==> src/rtl/lru_mx_pkg.sv <==
`timescale 1ns/1ps
package lru_mx_pkg;
   function automatic int idx_width(input int n);
      return (n <= 2) ? 1 : $clog2(n);
   endfunction
endpackage

==> src/rtl/lru_mx_store.sv <==
`timescale 1ns/1ps
module lru_mx_store #(
   parameter int FRAMES = 4,
   parameter int IW     = 2
) (
   input  logic                     clk,
   input  logic                     rst_n,
   input  logic                     touch_en,
   input  logic [IW-1:0]            touch_idx,
   output logic [FRAMES*FRAMES-1:0] rows_flat
);
   // Row r occupies rows_flat[r*FRAMES +: FRAMES]; bit c of a row is column c.
   for (genvar r = 0; r < FRAMES; r++) begin : g_row
      for (genvar c = 0; c < FRAMES; c++) begin : g_col
         logic cell_q;
         always_ff @(posedge clk) begin
            if (!rst_n)
               cell_q <= 1'b0;
            else if (touch_en && (touch_idx == IW'(c)))
               cell_q <= 1'b0;
            else if (touch_en && (touch_idx == IW'(r)))
               cell_q <= 1'b1;
         end
         assign rows_flat[r*FRAMES + c] = cell_q;
      end
   end
endmodule

==> src/rtl/lru_mx_argmin.sv <==
`timescale 1ns/1ps
module lru_mx_argmin #(
   parameter int FRAMES = 4,
   parameter int IW     = 2
) (
   input  logic [FRAMES*FRAMES-1:0] rows_flat,
   output logic [IW-1:0]            min_idx
);
   logic [FRAMES-1:0] best_row;

   always_comb begin
      min_idx  = '0;
      best_row = rows_flat[FRAMES-1:0];
      for (int i = 1; i < FRAMES; i++) begin
         // strict compare keeps the lowest index on ties
         if (rows_flat[i*FRAMES +: FRAMES] < best_row) begin
            best_row = rows_flat[i*FRAMES +: FRAMES];
            min_idx  = IW'(i);
         end
      end
   end
endmodule

==> src/rtl/lru_matrix_tracker.sv <==
`timescale 1ns/1ps
module lru_matrix_tracker #(
   parameter int FRAMES         = 4,
   parameter int VICTIM_LATENCY = 1,
   localparam int IW            = lru_mx_pkg::idx_width(FRAMES)
) (
   input  logic          clk,
   input  logic          rst_n,
   input  logic          touch_en,
   input  logic [IW-1:0] touch_idx,
   input  logic          ask,
   output logic [IW-1:0] victim,
   output logic          victim_vld
);
   if (FRAMES < 2) begin : g_bad_frames
      $error("lru_matrix_tracker: FRAMES must be at least 2");
   end
   if (VICTIM_LATENCY < 0 || VICTIM_LATENCY > 1) begin : g_bad_lat
      $error("lru_matrix_tracker: VICTIM_LATENCY must be 0 or 1");
   end

   logic [FRAMES*FRAMES-1:0] rows_flat;
   logic [IW-1:0]            min_idx;

   lru_mx_store #(.FRAMES(FRAMES), .IW(IW)) u_store (
      .clk       (clk),
      .rst_n     (rst_n),
      .touch_en  (touch_en),
      .touch_idx (touch_idx),
      .rows_flat (rows_flat)
   );

   lru_mx_argmin #(.FRAMES(FRAMES), .IW(IW)) u_argmin (
      .rows_flat (rows_flat),
      .min_idx   (min_idx)
   );

   if (VICTIM_LATENCY == 0) begin : g_comb
      assign victim     = min_idx;
      assign victim_vld = ask;
   end else begin : g_reg
      logic [IW-1:0] victim_q;
      logic          vld_q;
      always_ff @(posedge clk) begin
         if (!rst_n) begin
            victim_q <= '0;
            vld_q    <= 1'b0;
         end else begin
            vld_q <= ask;
            if (ask) victim_q <= min_idx;
         end
      end
      assign victim     = victim_q;
      assign victim_vld = vld_q;
   end
endmodule

==> config.mk <==
export PLATFORM = sky130hd
export DESIGN_NAME = lru_matrix_tracker
export DESIGN_NICKNAME = d
export VERILOG_FILES = /design/src/rtl/lru_mx_pkg.sv /design/src/rtl/lru_mx_store.sv /design/src/rtl/lru_mx_argmin.sv /design/src/rtl/lru_matrix_tracker.sv
export SDC_FILE = /design/constraint.sdc
export NUM_CORES = 1
export LEC_CHECK = 0
export BUFFER_PORTS_ARGS = -buffer_cell sky130_fd_sc_hd__buf_2
export CAP_MARGIN = 20
export CORE_MARGIN = 2
export CORE_UTILIZATION = 55
export CTS_BUF_LIST = sky130_fd_sc_hd__clkbuf_4 sky130_fd_sc_hd__clkbuf_8 sky130_fd_sc_hd__clkbuf_16
export DETAILED_ROUTE_END_ITERATION = 16
export PLACE_DENSITY = 0.74
export SLEW_MARGIN = 25
export SYNTH_ARGS = -nofsm -noshare
export SYNTH_HDL_FRONTEND = slang
export SYNTH_HIERARCHICAL = 1
export SYNTH_SLANG_ARGS = --single-unit
export TNS_END_PERCENT = 100
==> constraint.sdc <==
create_clock -name clk -period 5.6 [get_ports clk]
set_clock_uncertainty 0.15 [all_clocks]
set_input_delay 0.84 -clock clk [delete_from_list [all_inputs] [get_ports clk]]
set_output_delay 0.84 -clock clk [all_outputs]
set_load 0.005 [all_outputs]
# Word-level counts from Yosys, hierarchy flattened
# Cells that the tools add are included.
[totals]
output_inout_bits = 3
ff_bits = 15
[op_classes]
n_reduce_logical = 9
muxes = 5
order_cmp = 3
bitwise = 1
n_eq_ne = 3
[ops]
columns = ["cell", "n"]
rows = [
  ["$lt A4 B4 Y1", 2],
  ["$mux W4", 2],
  ["$reduce_or A2 Y1", 4],
  ["$eq A2 B2 Y1 const B", 2],
  ["$logic_and A1 B1 Y1", 4],
  ["$lt A3 B4 Y1", 1],
  ["$mux W2", 2],
  ["$eq A2 B1 Y1 const B", 1],
  ["$logic_not A2 Y1", 1],
  ["$mux W1", 1],
  ["$not A1 Y1", 1],
]

# Logic depth before layout (Yosys ltp)
[depth]
depth_word = 6
depth_mapped = 20

# Hierarchy
# The synthesis kept the hierarchy.
[modules_own_cells]
columns = ["module", "seq_area_each_um2", "area_per_inst_um2", "cells_per_inst", "instances"]
rows = [
  ["lru_mx_store", 240.2, 580.6, 69, 1],
  ["lru_mx_argmin", 0.0, 414.1, 55, 1],
  ["lru_matrix_tracker", 60.1, 100.1, 8, 1],
]

# Worst setup path after synthesis
# OpenSTA, ideal clock, no wires.
[synth_timing]
path_kind = "register -> register"
start = "register u_store.g_row[0].g_col[3].cell_q"
end = "register g_reg.victim_q[0], in the netlist victim[0]"
path_buffers = 1
period_less_slack_ns = 4.023
t_arrival_ns = 3.808
setup_time_ns = 0.065
setup_slack_ns = 1.577
required_ns = 5.385
path_stages_with_launch = 20
path_cell_list = "dfxtp_1 > buf_4 > inv_1 > ha_1 > and3_1 > a21oi_1 > mux2i_1 > ha_1 > o21ai_0 > a21oi_1 > nor2_1 > a21o_1 > mux2_4 > ha_1 > or4_1 > nor4b_1 > mux2i_1 > o311ai_1 > mux2i_1 > nor2b_1"
[synth_via]
elab_chain_len = 6
word_cells_on_any_way = 8
classes_between = "order compare (3); mux (5)"
[synth_lines]
columns = ["element", "line", "rtl"]
rows = [
  ["start, declared", "lru_mx_store.sv:15", "logic cell_q;"],
  ["start signal, assigned", "lru_mx_store.sv:18", "cell_q <= 1'b0;"],
  ["start signal, assigned", "lru_mx_store.sv:20", "cell_q <= 1'b0;"],
  ["start signal, assigned", "lru_mx_store.sv:22", "cell_q <= 1'b1;"],
  ["$lt A4 B4 Y1", "lru_mx_argmin.sv:16", "if (rows_flat[i*FRAMES +: FRAMES] < best_row) begin"],
  ["$mux W4", "lru_mx_argmin.sv:16", ""],
  ["$lt A4 B4 Y1", "lru_mx_argmin.sv:16", ""],
  ["$mux W4", "lru_mx_argmin.sv:16", ""],
  ["$lt A3 B4 Y1", "lru_mx_argmin.sv:16", ""],
  ["$mux W2 *", "lru_mx_argmin.sv:16", ""],
  ["named net min_idx[0]", "lru_matrix_tracker.sv:23", "logic [IW-1:0] min_idx;"],
  ["end signal, assigned", "lru_matrix_tracker.sv:50", "if (ask) victim_q <= min_idx;"],
  ["end, declared", "lru_matrix_tracker.sv:42", "logic [IW-1:0] victim_q;"],
]
# Mark *: on every way through the listed nets, which the timed path passes. The rest lies on a longest branch.
# A chain may end at the register's enable or synchronous reset.

# Worst setup path after layout
# Same ends and word-level chain as after synthesis.

==> qor.yml <==
cts_resized: 0
grt_max_degree: 18
h-tree-depth: 1
yosysWarnings: 6
antenna_found_initial: 0
fin_nets: 146
cp.arrival_ns: 4.54
post-dp-hpwl_um: 1520
boundaryPins: 9
grt_pass1_wl_um: 3420
synthCells: 132
cp-start-kind: "flop"
dieArea_sq_um: 2360
worstPathMaxFanout: 4
finalPower_uw: 267
worst-setup-path-type: "flop to flop"
rsz0062_at_grt: "false"
postLayoutCoreUtil_pct: 55.7
via_per_inst: 5.22
vdd_drop_max_mv: 0.199
drtIter0Drc: 13
die_y_um: 48.6
antenna-diode-count: 0
synth_edf_count: 0
area_growth_pct: -2.17
ys_ff_latch: 15
synth_area_sq_um: 1090
cts_tree: "built"
worstSetupEndpointType: "flop"
async_flop_share_pct: 0
slew_violations: 0
p_per_area_nw_per_um2: 249
die_w_um: 48.6
path_clk_slew_ns: 0.10
dr.pass1.iters: 5
min_period_ns: 4.47
grt_pass1_vias: 800
dp.cells: 151
wirelength_um: 1930
clkLatencyLatePin_ns: 0.28
final_cells: 155
num_vias: 809
start_util_pct: 57.0
hold_viol: 0
p_leak_uw: 0.000487
hold_buffers: 0
wl_per_cell_um: 12.4
setup_viol: 0
avgSynthCellArea_sq_um: 8.29
rr_worst_depth: 19
ys.flop_type: "dfxtp_1"
clock-sinks: 15
core_sq_um: 1920
drc: 0
holdPathStages: 2
port_buffers: 8
crit_required_ns: 5.67
cts_buffers: 3
clockBufferDepth: 2
hp-class: "flop to flop"
finalSetupTns_ns: 0
design_area_sq_um: 1070
cts_setup_buffers: 0
max_cap_violations: 0
groute.usage.overall_pct: 18.4
drive_gt1_share_pct: 12.5
ant_nets: 0
ys_seq_area_share_pct: 27.4
fmaxAchievable_mhz: 224
gp_congestion: 0.821
synth.distinct_cells: 34
cts_root_buf: "clkbuf_4"
status: "finished, final reports clean"
gr-total-overflow: 0
fin_crit_sh_pct: 79.8
fp-row-count: 16
placed_area_sq_um: 1040
report_power, final:
| part | switching [uW] | internal, uW | leakage [uW] | total [uW] |
|---|---|---|---|---|
| Sequential | 6.56 | 115 | 0.000124 | 121 |
| Clock | 36.5 | 26.5 | 0.0000177 | 63.0 |
| Combinational | 42.4 | 40.4 | 0.000346 | 82.9 |
| Total | 85.5 | 181 | 0.000487 | 267 |
layout make-up:
| class | instances | area (sq um) |
|---|---|---|
| Sequential cell | 15 | 300 |
| Clock buffer | 3 | 22.5 |
| Tap cell | 27 | 33.8 |
| Multi-Input combinational cell | 90 | 628 |
| Clock inverter | 1 | 5.00 |
| Timing Repair Buffer | 8 | 40.0 |
| Fill cell | 196 | 851 |
| Inverter | 11 | 41.3 |
sequential cells by signal, indices dropped and copies added (netlist names):
register	flops
u_store/g_row.g_col.cell_q	12
victim	2
victim_vld	1
path summary, 6_finish.rpt:
kind	startpoint	to	slack (ns)
worst min register to register	u_store/g_row[3].g_col[2].cell_q	u_store/g_row[3].g_col[2].cell_q	0.34
worst max-delay path	u_store/g_row[0].g_col[3].cell_q	victim[0]	1.13
worst max register to register	u_store/g_row[0].g_col[3].cell_q	victim[0]	1.13
worst min-delay path	u_store/g_row[3].g_col[2].cell_q	u_store/g_row[3].g_col[2].cell_q	0.34
layout by cell type (no fill, tap or decap), drive strengths merged, types with 3 or more instances in the layout:
cell    Yosys  routed
dfxtp      15      15
nand2      10      10
nor2b       3       3
ha         11      11
mux2i       6       6
buf        18       8
o21ai       8       8
inv        11      11
a21oi       8       8
conb        1       4
nor2       10      10
a21boi      3       3
nand3       3       3
clkbuf      1       3
per-layer routing:
metal	wire length, um	vias up	global-route usage, %
met1	914	371	22.7
li1	-	424	-
met5	0	-	0
met2	945	10	31.3
met3	42	4	3.70
met4	23	0	7.62
critical path, stage by stage, from the launching register on:
cell,delay [ns]
dfxtp_1,0.42
inv_1,0.06
ha_1,0.32
inv_1,0.08
o21bai_1,0.12
a21oi_1,0.27
mux2i_1,0.30
ha_1,0.28
o21ai_0,0.14
a21oi_1,0.11
nor2_1,0.19
a21o_1,0.17
mux2_4,0.31
ha_1,0.19
or4_1,0.55
nor4b_1,0.32
mux2i_1,0.12
o311ai_1,0.10
mux2i_1,0.11
nor2b_1,0.10
cell families (layout without fill, tap and decap cells):
logic type      count (synthesis)  count (layout)  share of synthesized area [%]
mux                             8               8                           8.23
buf+inv                        30              23                           16.2
compound gates                 29              29                           17.5
other cells                     1               4                          0.343
simple gates                   38              38                           17.7
fa+ha+maj                      11              11                           12.6
flops                          15              15                           27.4
through the flow:
step           hold slack (ns)  setup WS, ns
2_1_floorplan            0.294          1.58
3_3_place_gp             0.316          1.34
3_5_place_dp             0.334          1.18
4_1_cts                  0.349          1.14
5_1_grt                  0.374         0.727
6_report                 0.342          1.13
synthesized netlist by cell type, drive strengths merged (3+ instances only):
library cell	count	area, sq um
nor2	10	37.5
mux2i	6	60.1
nand3	3	15.0
nor2b	3	18.8
a21boi	3	22.5
ha	11	138
a21oi	8	40.0
dfxtp	15	300
inv	11	41.3
nand2	10	37.5
buf	18	133
o21ai	8	40.0
Power figures use the tool's default switching activity.
